`src/rtl/bitfifo_pkg.sv`:
```
`timescale 1ns/1ps
package bitfifo_pkg;

    localparam int unsigned BF_DEPTH       = 64;
    localparam int unsigned BF_THR_W       = 6;
    localparam int unsigned BF_RATE_W      = 7;
    localparam int unsigned BF_PRESCALE    = 29;
    localparam int unsigned BF_SLOW_SHIFT  = 3;

    typedef enum logic {
        BF_RATE_X1 = 1'b0,
        BF_RATE_X8 = 1'b1
    } bf_rate_e;

    typedef struct packed {
        logic clear;
        logic push;
        logic pop;
        logic drop;
    } bf_op_t;

    function automatic logic bf_at_or_below(input int unsigned cnt, input int unsigned lvl);
        return cnt <= lvl;
    endfunction

endpackage

```
`src/rtl/bitfifo_rate_gen.sv`:
```
`timescale 1ns/1ps
module bitfifo_rate_gen
    import bitfifo_pkg::*;
#(
    parameter int unsigned PRESCALE   = BF_PRESCALE,
    parameter int unsigned RATE_W     = BF_RATE_W,
    parameter int unsigned SLOW_SHIFT = BF_SLOW_SHIFT
) (
    input  logic              clk,
    input  logic              rst,
    input  logic              run,
    input  logic [RATE_W-1:0] rate_r,
    input  logic              rate_cs,
    output logic              tick
);
    localparam int unsigned PRE_W = $clog2(PRESCALE);
    localparam int unsigned DIV_W = RATE_W + SLOW_SHIFT;

    logic [PRE_W-1:0] pre_q;
    logic [DIV_W-1:0] div_q;
    logic [DIV_W-1:0] base;
    logic [DIV_W-1:0] lim_m1;
    logic             pre_last;
    logic             div_last;
    bf_rate_e         range;

    always_comb begin
        range = bf_rate_e'(rate_cs);
        base  = DIV_W'(rate_r) + DIV_W'(1);
        if (range == BF_RATE_X8)
            lim_m1 = (base << SLOW_SHIFT) - DIV_W'(1);
        else
            lim_m1 = base - DIV_W'(1);
    end

    assign pre_last = (pre_q == PRE_W'(PRESCALE - 1));
    assign div_last = (div_q >= lim_m1);
    assign tick     = run && pre_last && div_last;

    always_ff @(posedge clk) begin
        if (rst || !run) begin
            pre_q <= '0;
            div_q <= '0;
        end else if (pre_last) begin
            pre_q <= '0;
            div_q <= div_last ? '0 : div_q + DIV_W'(1);
        end else begin
            pre_q <= pre_q + PRE_W'(1);
        end
    end

    // the tick is a single-cycle pulse
    a_r8_single_pulse: assert property (@(posedge clk) disable iff (rst)
        tick |=> !tick);

    // a stopped generator restarts from zero
    a_r8_restart: assert property (@(posedge clk) disable iff (rst)
        !run |=> !tick);

endmodule

```
`src/rtl/bitfifo_store.sv`:
```
`timescale 1ns/1ps
module bitfifo_store
    import bitfifo_pkg::*;
#(
    parameter int unsigned DEPTH = BF_DEPTH,
    parameter int unsigned CNT_W = $clog2(BF_DEPTH + 1),
    parameter int unsigned PTR_W = $clog2(BF_DEPTH)
) (
    input  logic             clk,
    input  logic             rst,
    input  bf_op_t           op,
    input  logic             wr_bit,
    output logic [CNT_W-1:0] count,
    output logic             ser_out
);
    logic [DEPTH-1:0] cells;
    logic [PTR_W-1:0] wp_q, rp_q;
    logic [PTR_W-1:0] wp_nx, rp_nx;
    logic [CNT_W-1:0] cnt_q;
    logic             ser_q;

    generate
        if ((1 << PTR_W) == DEPTH) begin : g_pow2_wrap
            assign wp_nx = wp_q + PTR_W'(1);
            assign rp_nx = rp_q + PTR_W'(1);
        end else begin : g_cmp_wrap
            assign wp_nx = (wp_q == PTR_W'(DEPTH - 1)) ? '0 : wp_q + PTR_W'(1);
            assign rp_nx = (rp_q == PTR_W'(DEPTH - 1)) ? '0 : rp_q + PTR_W'(1);
        end
    endgenerate

    always_ff @(posedge clk) begin
        if (op.push)
            cells[wp_q] <= wr_bit;
    end

    always_ff @(posedge clk) begin
        if (rst) begin
            wp_q  <= '0;
            rp_q  <= '0;
            cnt_q <= '0;
            ser_q <= 1'b0;
        end else if (op.clear) begin
            wp_q  <= '0;
            rp_q  <= '0;
            cnt_q <= '0;
        end else begin
            if (op.push)
                wp_q <= wp_nx;
            if (op.pop) begin
                rp_q  <= rp_nx;
                ser_q <= cells[rp_q];
            end
            case ({op.push, op.pop})
                2'b10:   cnt_q <= cnt_q + CNT_W'(1);
                2'b01:   cnt_q <= cnt_q - CNT_W'(1);
                default: cnt_q <= cnt_q;
            endcase
        end
    end

    assign count   = cnt_q;
    assign ser_out = ser_q;

    // count never passes the capacity
    a_r4_bound: assert property (@(posedge clk) disable iff (rst)
        cnt_q <= CNT_W'(DEPTH));

    // a clear empties the store on the next edge
    a_r3_clear: assert property (@(posedge clk) disable iff (rst)
        op.clear |=> (cnt_q == '0));

    // output changes only on a removal
    a_r9_hold: assert property (@(posedge clk) disable iff (rst)
        !op.pop |=> $stable(ser_q));

    // simultaneous push and pop keep the count
    a_r10_both: assert property (@(posedge clk) disable iff (rst)
        (op.push && op.pop && !op.clear) |=> $stable(cnt_q));

endmodule

```
`src/rtl/bitfifo_flags.sv`:
```
`timescale 1ns/1ps
module bitfifo_flags
    import bitfifo_pkg::*;
#(
    parameter int unsigned CNT_W = $clog2(BF_DEPTH + 1),
    parameter int unsigned THR_W = BF_THR_W
) (
    input  logic             clk,
    input  logic             rst,
    input  logic [CNT_W-1:0] count,
    input  logic [THR_W-1:0] thresh,
    input  logic             drop,
    input  logic             stat_rd,
    output logic             lvl_flag,
    output logic             empty_flag,
    output logic             ovf_flag
);
    logic ovf_q;

    always_ff @(posedge clk) begin
        if (rst)
            ovf_q <= 1'b0;
        else if (drop)
            ovf_q <= 1'b1;
        else if (stat_rd)
            ovf_q <= 1'b0;
    end

    assign lvl_flag   = bf_at_or_below(int'(count), int'(thresh));
    assign empty_flag = (count == '0);
    assign ovf_flag   = ovf_q;

    // overflow stays until a status read
    a_r5_sticky: assert property (@(posedge clk) disable iff (rst)
        (ovf_q && !stat_rd) |=> ovf_q);

    // a dropped write always leaves the flag set
    a_r5_set: assert property (@(posedge clk) disable iff (rst)
        drop |=> ovf_q);

endmodule

```
`src/rtl/bitfifo_tx.sv`:
```
`timescale 1ns/1ps
module bitfifo_tx
    import bitfifo_pkg::*;
#(
    parameter int unsigned DEPTH      = BF_DEPTH,
    parameter int unsigned THR_W      = BF_THR_W,
    parameter int unsigned RATE_W     = BF_RATE_W,
    parameter int unsigned PRESCALE   = BF_PRESCALE,
    parameter int unsigned SLOW_SHIFT = BF_SLOW_SHIFT
) (
    input  logic              clk,
    input  logic              rst,
    input  logic              fifo_en,
    input  logic              wr_stb,
    input  logic              wr_bit,
    input  logic [THR_W-1:0]  thresh,
    input  logic              tx_en,
    input  logic [RATE_W-1:0] rate_r,
    input  logic              rate_cs,
    input  logic              stat_rd,
    output logic              ser_out,
    output logic              bit_tick,
    output logic              lvl_flag,
    output logic              empty_flag,
    output logic              ovf_flag
);
    localparam int unsigned CNT_W = $clog2(DEPTH + 1);
    localparam int unsigned PTR_W = $clog2(DEPTH);

    logic             run;
    logic             tick;
    logic             full;
    logic [CNT_W-1:0] count;
    bf_op_t           op;

    assign run  = fifo_en && tx_en;
    assign full = (count == CNT_W'(DEPTH));

    always_comb begin
        op.clear = !fifo_en;
        op.push  = fifo_en && wr_stb && !full;
        op.drop  = fifo_en && wr_stb && full;
        op.pop   = tick && (count != '0);
    end

    bitfifo_rate_gen #(
        .PRESCALE   (PRESCALE),
        .RATE_W     (RATE_W),
        .SLOW_SHIFT (SLOW_SHIFT)
    ) u_rate (
        .clk     (clk),
        .rst     (rst),
        .run     (run),
        .rate_r  (rate_r),
        .rate_cs (rate_cs),
        .tick    (tick)
    );

    bitfifo_store #(
        .DEPTH (DEPTH),
        .CNT_W (CNT_W),
        .PTR_W (PTR_W)
    ) u_store (
        .clk     (clk),
        .rst     (rst),
        .op      (op),
        .wr_bit  (wr_bit),
        .count   (count),
        .ser_out (ser_out)
    );

    bitfifo_flags #(
        .CNT_W (CNT_W),
        .THR_W (THR_W)
    ) u_flags (
        .clk        (clk),
        .rst        (rst),
        .count      (count),
        .thresh     (thresh),
        .drop       (op.drop),
        .stat_rd    (stat_rd),
        .lvl_flag   (lvl_flag),
        .empty_flag (empty_flag),
        .ovf_flag   (ovf_flag)
    );

    assign bit_tick = tick;

    // a write while full never raises the count
    a_r4_no_grow: assert property (@(posedge clk) disable iff (rst)
        (full && fifo_en) |=> (count <= CNT_W'(DEPTH)) && !(count == '0 && !tick && fifo_en && $past(!tick)));

endmodule

```
`config.mk`:
```
export PLATFORM = sky130hd
export DESIGN_NAME = bitfifo_tx
export DESIGN_NICKNAME = d
export VERILOG_FILES = /design/src/rtl/bitfifo_pkg.sv /design/src/rtl/bitfifo_rate_gen.sv /design/src/rtl/bitfifo_store.sv /design/src/rtl/bitfifo_flags.sv /design/src/rtl/bitfifo_tx.sv
export SDC_FILE = /design/constraint.sdc
export NUM_CORES = 1
export LEC_CHECK = 0
export BUFFER_PORTS_ARGS = -buffer_cell sky130_fd_sc_hd__buf_2
export CORE_MARGIN = 2
export CORE_UTILIZATION = 45
export CTS_CLUSTER_DIAMETER = 120
export DETAILED_ROUTE_END_ITERATION = 10
export PLACE_DENSITY_LB_ADDON = 0.25
export REMOVE_ABC_BUFFERS = 1
export SYNTH_ARGS = -nofsm -noshare
export SYNTH_HDL_FRONTEND = slang
export SYNTH_SLANG_ARGS = --single-unit
```
`constraint.sdc`:
```
create_clock -name clk -period 14.29 [get_ports clk]
set_clock_uncertainty 0.2 [all_clocks]
set_input_delay 2.1435 -clock clk [delete_from_list [all_inputs] [get_ports clk]]
set_output_delay 2.1435 -clock clk [all_outputs]
set_load 0.005 [all_outputs]
```
* Word-level counts from Yosys, hierarchy flattened
Cells that the tools add are included.
** Operators by class
- Add/sub/neg operators :: 9
- Order comparisons :: 5
- Muxes and demuxes :: 10
- Reduce and logical (&&, ||, !) cells :: 18
- Eq/ne operators :: 4
- Bitwise operators :: 1
** Operators with widths (number)
- bitwise mux 64 bit :: 1
- two-way mux 10 bit :: 2
- subtractor 10 x 1 -> 10 bit (second input constant) :: 2
- < comparator 6 x 7 -> 1 bit (second input constant) :: 2
- case mux 7 bit (2 select lines) :: 1
- adder 6 x 1 -> 6 bit (second input constant) :: 2
- adder 10 x 1 -> 10 bit (second input constant) :: 1
- greater-or-equal comparator 10 bit :: 1
- adder 7 x 1 -> 8 bit (second input constant) :: 1
- logical AND 1 bit :: 8
- adder 7 x 1 -> 7 bit (second input constant) :: 1
- == test 7 bit (second input constant) :: 1
- <= comparator 7 x 6 -> 1 bit :: 1
- logical NOT 7 bit :: 1
- nonzero test 7 bit :: 1
- subtractor 7 x 1 -> 7 bit (second input constant) :: 1
- binary-select mux 1 bit (select 6 bit) :: 1
- demux 1 bit (select 6 bit) :: 1
- greater-or-equal comparator 6 x 1 -> 1 bit (second input constant) :: 1
- adder 5 x 1 -> 5 bit (second input constant) :: 1
- == test 5 bit (second input constant) :: 1
- two-way mux 1 bit :: 4
- nonzero test 2 bit :: 2
- OR reduction 2 bit :: 2
- 6 further kinds :: 7
** Storage, ports and cells
- Logic and storage cells :: 55
- Bits of input ports :: 21
- Register bits after elaboration :: 100
- Output and inout bits :: 5

* Depth between registers and ports, before layout
- Depth in word-level cells :: 8
- Mapped depth :: 26
- Mapped depth without buffers :: 25

* Cells and area by module
From an unflattened synthesis, not the netlist that was laid out.
** Unflattened totals
- Cell total of the unflattened synthesis :: 538
- Area total of the unflattened synthesis :: 5640.4 um^2
** By module, submodules not included
- bitfifo_store :: cells an instance 336, area each 3975.1 um^2, instances 1
- bitfifo_rate_gen :: cells an instance 166, area each 1388.8 um^2, instances 1
- bitfifo_flags :: cells an instance 26, area each 203.9 um^2, instances 1
- bitfifo_tx :: cells an instance 10, area each 72.6 um^2, instances 1

* Least setup slack after synthesis
OpenSTA, ideal clock, no wires.
- Kind :: input to output
- Start point :: input rate_r[0]
- End point :: output bit_tick
- Arrival :: 4.478 ns
- Required time :: 11.946 ns
- Stages :: 15
- Buffers on the path :: 1
- Setup slack :: 7.468 ns
- Cells stage by stage :: ha_1 clkbuf_1 nand2_1 or3_1 nand3_1 nand2b_1 mux2i_1 nor2_1 a21oi_1 ha_1 a21o_1 a21o_1 a21oi_1 o31ai_2 nor2b_1
** Between the ends
- Cells in the longest elaborated chain, start to end :: 5
- Elaborated cells between the ends (all ways) :: 6
** RTL lines
- start, declared :: RTL line bitfifo_tx.sv:18 : input logic [RATE_W-1:0] rate_r,
- adder 7 x 1 -> 8 bit (*) :: RTL line bitfifo_rate_gen.sv:29 : base = DIV_W'(rate_r) + DIV_W'(1);
- subtractor 10 x 1 -> 10 bit (on tied branches) :: RTL line bitfifo_rate_gen.sv:33, bitfifo_rate_gen.sv:31
- two-way mux 10 bit (*) :: RTL line bitfifo_rate_gen.sv:30 : if (range == BF_RATE_X8)
- greater-or-equal comparator 10 bit (*) :: RTL line bitfifo_rate_gen.sv:37 : assign div_last = (div_q >= lim_m1);
- logical AND 1 bit (*) :: RTL line bitfifo_rate_gen.sv:38 : assign tick = run && pre_last && div_last;
- end, declared :: RTL line bitfifo_tx.sv:22 : output logic bit_tick,
Every way passes the cells marked *; elsewhere a longest branch is shown, timed or not.

* Worst setup path after layout
Same ends and word-level chain as after synthesis.

==> results.yml <==
global_routing:
  grt_use_total: 0.170
  grt_overflow: 0
  antenna_found_initial: 0
  grt_pass1_wl_mm: 17.2
  first_global_vias: 3504
  grt_max_degree: 65
run:
  maxCapViolations: 0
cts:
  post_cts_buffers: 0
  cts_tree: "built"
  htree_levels: 3
  clockRootBuffer: "clkbuf_16"
  cts_made_buffers: 9
  clkSinkCount: 100
  cts_buffer_depth: 2
  postCtsHoldBufs: 0
  cts_resized: 0
  path_clk_slew_ns: 0.06
  clk_latency_ns: 0.34
finish:
  final_nets: 570
  layout_common_cells: "110 x nor2_1, 64 x edfxtp_1, 36 x dfxtp_1, 29 x ha_1, 26 x nand2_1"
  fillers: 1052
  antenna_cells: 0
  drive_above_1_share: 0.118
  stdcell_area_mm2: 0.00581
  syn_to_final_growth_pct: 8.60
  post-route-util: 0.505
  mostFrequentLayoutCell: "nor2_1"
die:
  row_count: 39
  start_util: 0.465
  core-area_mm2: 0.0115
  die_width_um: 113
  chipHeight_um: 113
  ioPinCount: 26
  dieArea_mm2: 0.0128
synth:
  netlist_area_mm2: 0.00535
  synthCells: 505
  synth_edf_count: 64
  ys_types: 52
  ys_warn_count: 0
  avgSynthCellArea_um2: 10.6
  ys_ff_latch: 100
  synth_top_flop_cell: "edfxtp_1"
  ys_seq_area_frac: 0.494
  ys_async_sr_fraction: 0
placed_design:
  hpwl_mm: 6.83
  port_buffers: 25
  dpl_cell_area_mm2: 0.00555
  place_congestion: 0.877
critical_path:
  rrSetupSlack_ns: 10.18
  crit_path_start: "rate_r[0]"
  cp-start-kind: "input port"
  endpoint_kind: "output pin"
  cp_slowest_cell: "ha_1"
  required_ns: 11.95
  r2r_cells: 18
  crit_path_max_incr_delay_ns: 0.32
  cp.arrival_ns: 5.05
  critPathCapture: "bit_tick"
  reg2reg_from: "u_rate.div_q[0]"
  crit_fanout: 9
  timing.rr.end: "u_store.count[6]"
  path_cells: "buf_2, ha_1, nand3_1, xor2_1, nand3_1, nand2b_1, mux2i_1, nor2_1, a21oi_1, ha_1, a21o_1, a21o_1, a21oi_1, o31ai_2, nor2b_1, buf_2"
  path_class: "in -> out"
status:
  violations: "design-rule violations"
  run_status: "complete, but fails checks"
sta:
  whs_ns: 0.276
  setup_violations: 0
  tightestPinTransition_ns: 1.12
  finalCritPeriodShare: 0.517
  fmax_ghz: 0.135
  slew-limit-headroom: 0.253
  maxSlewViolCount: 0
  tns_ns: 0
  finalHoldViolations: 0
  period_minus_slack_ns: 7.39
  rsz0062_at_grt: "false"
drt:
  wl_per_cell_um: 15.4
  dr_wl_met2_mm: 5.05
  drtAntennaViolNets: 0
  viasPerCell: 5.38
  wirelength_mm: 10.2
  first_pass_iters: 7
  highest_layer: "met4"
  first_iter_violations: 295
  met3WireLength_um: 319
  vias: 3587
  drt-met1-wl_mm: 4.80
  drc: 3
pwr:
  power_mw: 0.562
  leakagePower_nw: 2.04
  powerDensity_mw_per_mm2: 96.6
  ir_worst_vdd_v: 0.0000793
hold_path:
  hold_class: "reg -> reg"
[worst min-delay path by stage]
stage	startpoint	end	slack, ns	depth (start not counted)
after global placement	u_rate.pre_q[0]	u_rate.pre_q[0]	0.24	1
final	u_rate.pre_q[0]	u_rate.pre_q[0]	0.28	1
after global routing	u_flags.ovf_flag	u_flags.ovf_flag	0.33	2
after detailed placement	u_rate.pre_q[0]	u_rate.pre_q[0]	0.26	1
after floorplan	u_rate.pre_q[0]	u_rate.pre_q[0]	0.23	1
after CTS	u_rate.pre_q[0]	u_rate.pre_q[0]	0.27	1
[worst max-delay path, delay by kind of cell]
family | cells | cell delay [ns]
AOI/OAI and AO/OA | 5 | 0.84
xor gates and xnor gates | 1 | 0.32
adders and majority gates | 2 | 0.59
buffers and inverters | 2 | 0.29
muxes | 1 | 0.15
and+or+nand+nor | 5 | 0.72
[per-layer routing]
metal  vias to the layer above  track usage
met2                        38        0.285
li1                       1814            -
met5                         -            0
met1                      1728        0.225
met4                         0       0.0463
met3                         7       0.0354
[sequential cells by signal (all words and copies together), names as in the netlist]
name              cells
u_store.cells        64
u_flags.ovf_flag      1
u_store.count         7
u_store.ser_out       1
u_store.rp_q          6
u_store.wp_q          6
u_rate.div_q         10
u_rate.pre_q          5
[Yosys cell counts (3+ instances only)]
| master | number | area share |
|---|---|---|
| nor2_1 | 110 | 0.077 |
| edfxtp_1 | 64 | 0.36 |
| dfxtp_1 | 36 | 0.13 |
| ha_1 | 29 | 0.068 |
| nand2_1 | 26 | 0.018 |
| nand3_1 | 24 | 0.022 |
| a21oi_1 | 22 | 0.021 |
| inv_1 | 22 | 0.015 |
| xor2_1 | 17 | 0.028 |
| xnor2_1 | 16 | 0.026 |
| mux4_2 | 12 | 0.050 |
| mux2i_1 | 11 | 0.021 |
| clkbuf_1 | 10 | 0.0070 |
| nor2b_1 | 9 | 0.011 |
| o21ai_0 | 9 | 0.0084 |
| a21o_1 | 7 | 0.0098 |
| nand4_1 | 7 | 0.0082 |
| and3_1 | 6 | 0.0070 |
| nand2b_1 | 6 | 0.0070 |
| or3_1 | 6 | 0.0070 |
| buf_1 | 5 | 0.0035 |
| mux4_1 | 5 | 0.025 |
| nor3_1 | 4 | 0.0037 |
| buf_4 | 3 | 0.0042 |
| nand3b_1 | 3 | 0.0042 |
| or2_2 | 3 | 0.0035 |
[cells by family (layout without fill, tap and decap cells)]
kind of cell    Yosys count  count (layout)  synth area share
compound gates           52              52            0.0605
fa+ha+maj                30              30            0.0715
xor+xnor                 33              33            0.0540
buf+inv                  45              64            0.0369
simple gates            217             217             0.188
flops                   100             100             0.494
mux                      28              28            0.0956
[through the flow]
step                setup WS (ns)  instances
detailed placement           6.93        651
floorplan                    7.58        483
global placement             7.09        651
finish                       6.90        667
global route                 6.60        667
CTS                          6.91        667
[layout make-up]
| cell class | count | area (um2) | share of cell area |
|---|---|---|---|
| Timing Repair Buffer | 25 | 125 | 0.0215 |
| Tap cell | 143 | 179 | 0.0308 |
| Clock buffer | 11 | 233 | 0.0400 |
| Sequential cell | 100 | 2640 | 0.454 |
| Inverter | 23 | 86.3 | 0.0148 |
| Multi-Input combinational cell | 360 | 2510 | 0.432 |
| Clock inverter | 5 | 35.0 | 0.00603 |
[report_power, final]
group          switching (mW)  leakage, nW  internal (mW)
Combinational          0.0179         1.04         0.0111
Sequential           0.000561        0.866          0.307
Clock                   0.106        0.132          0.119
Total                   0.124         2.04          0.437
(Power assumes the default switching activity.)
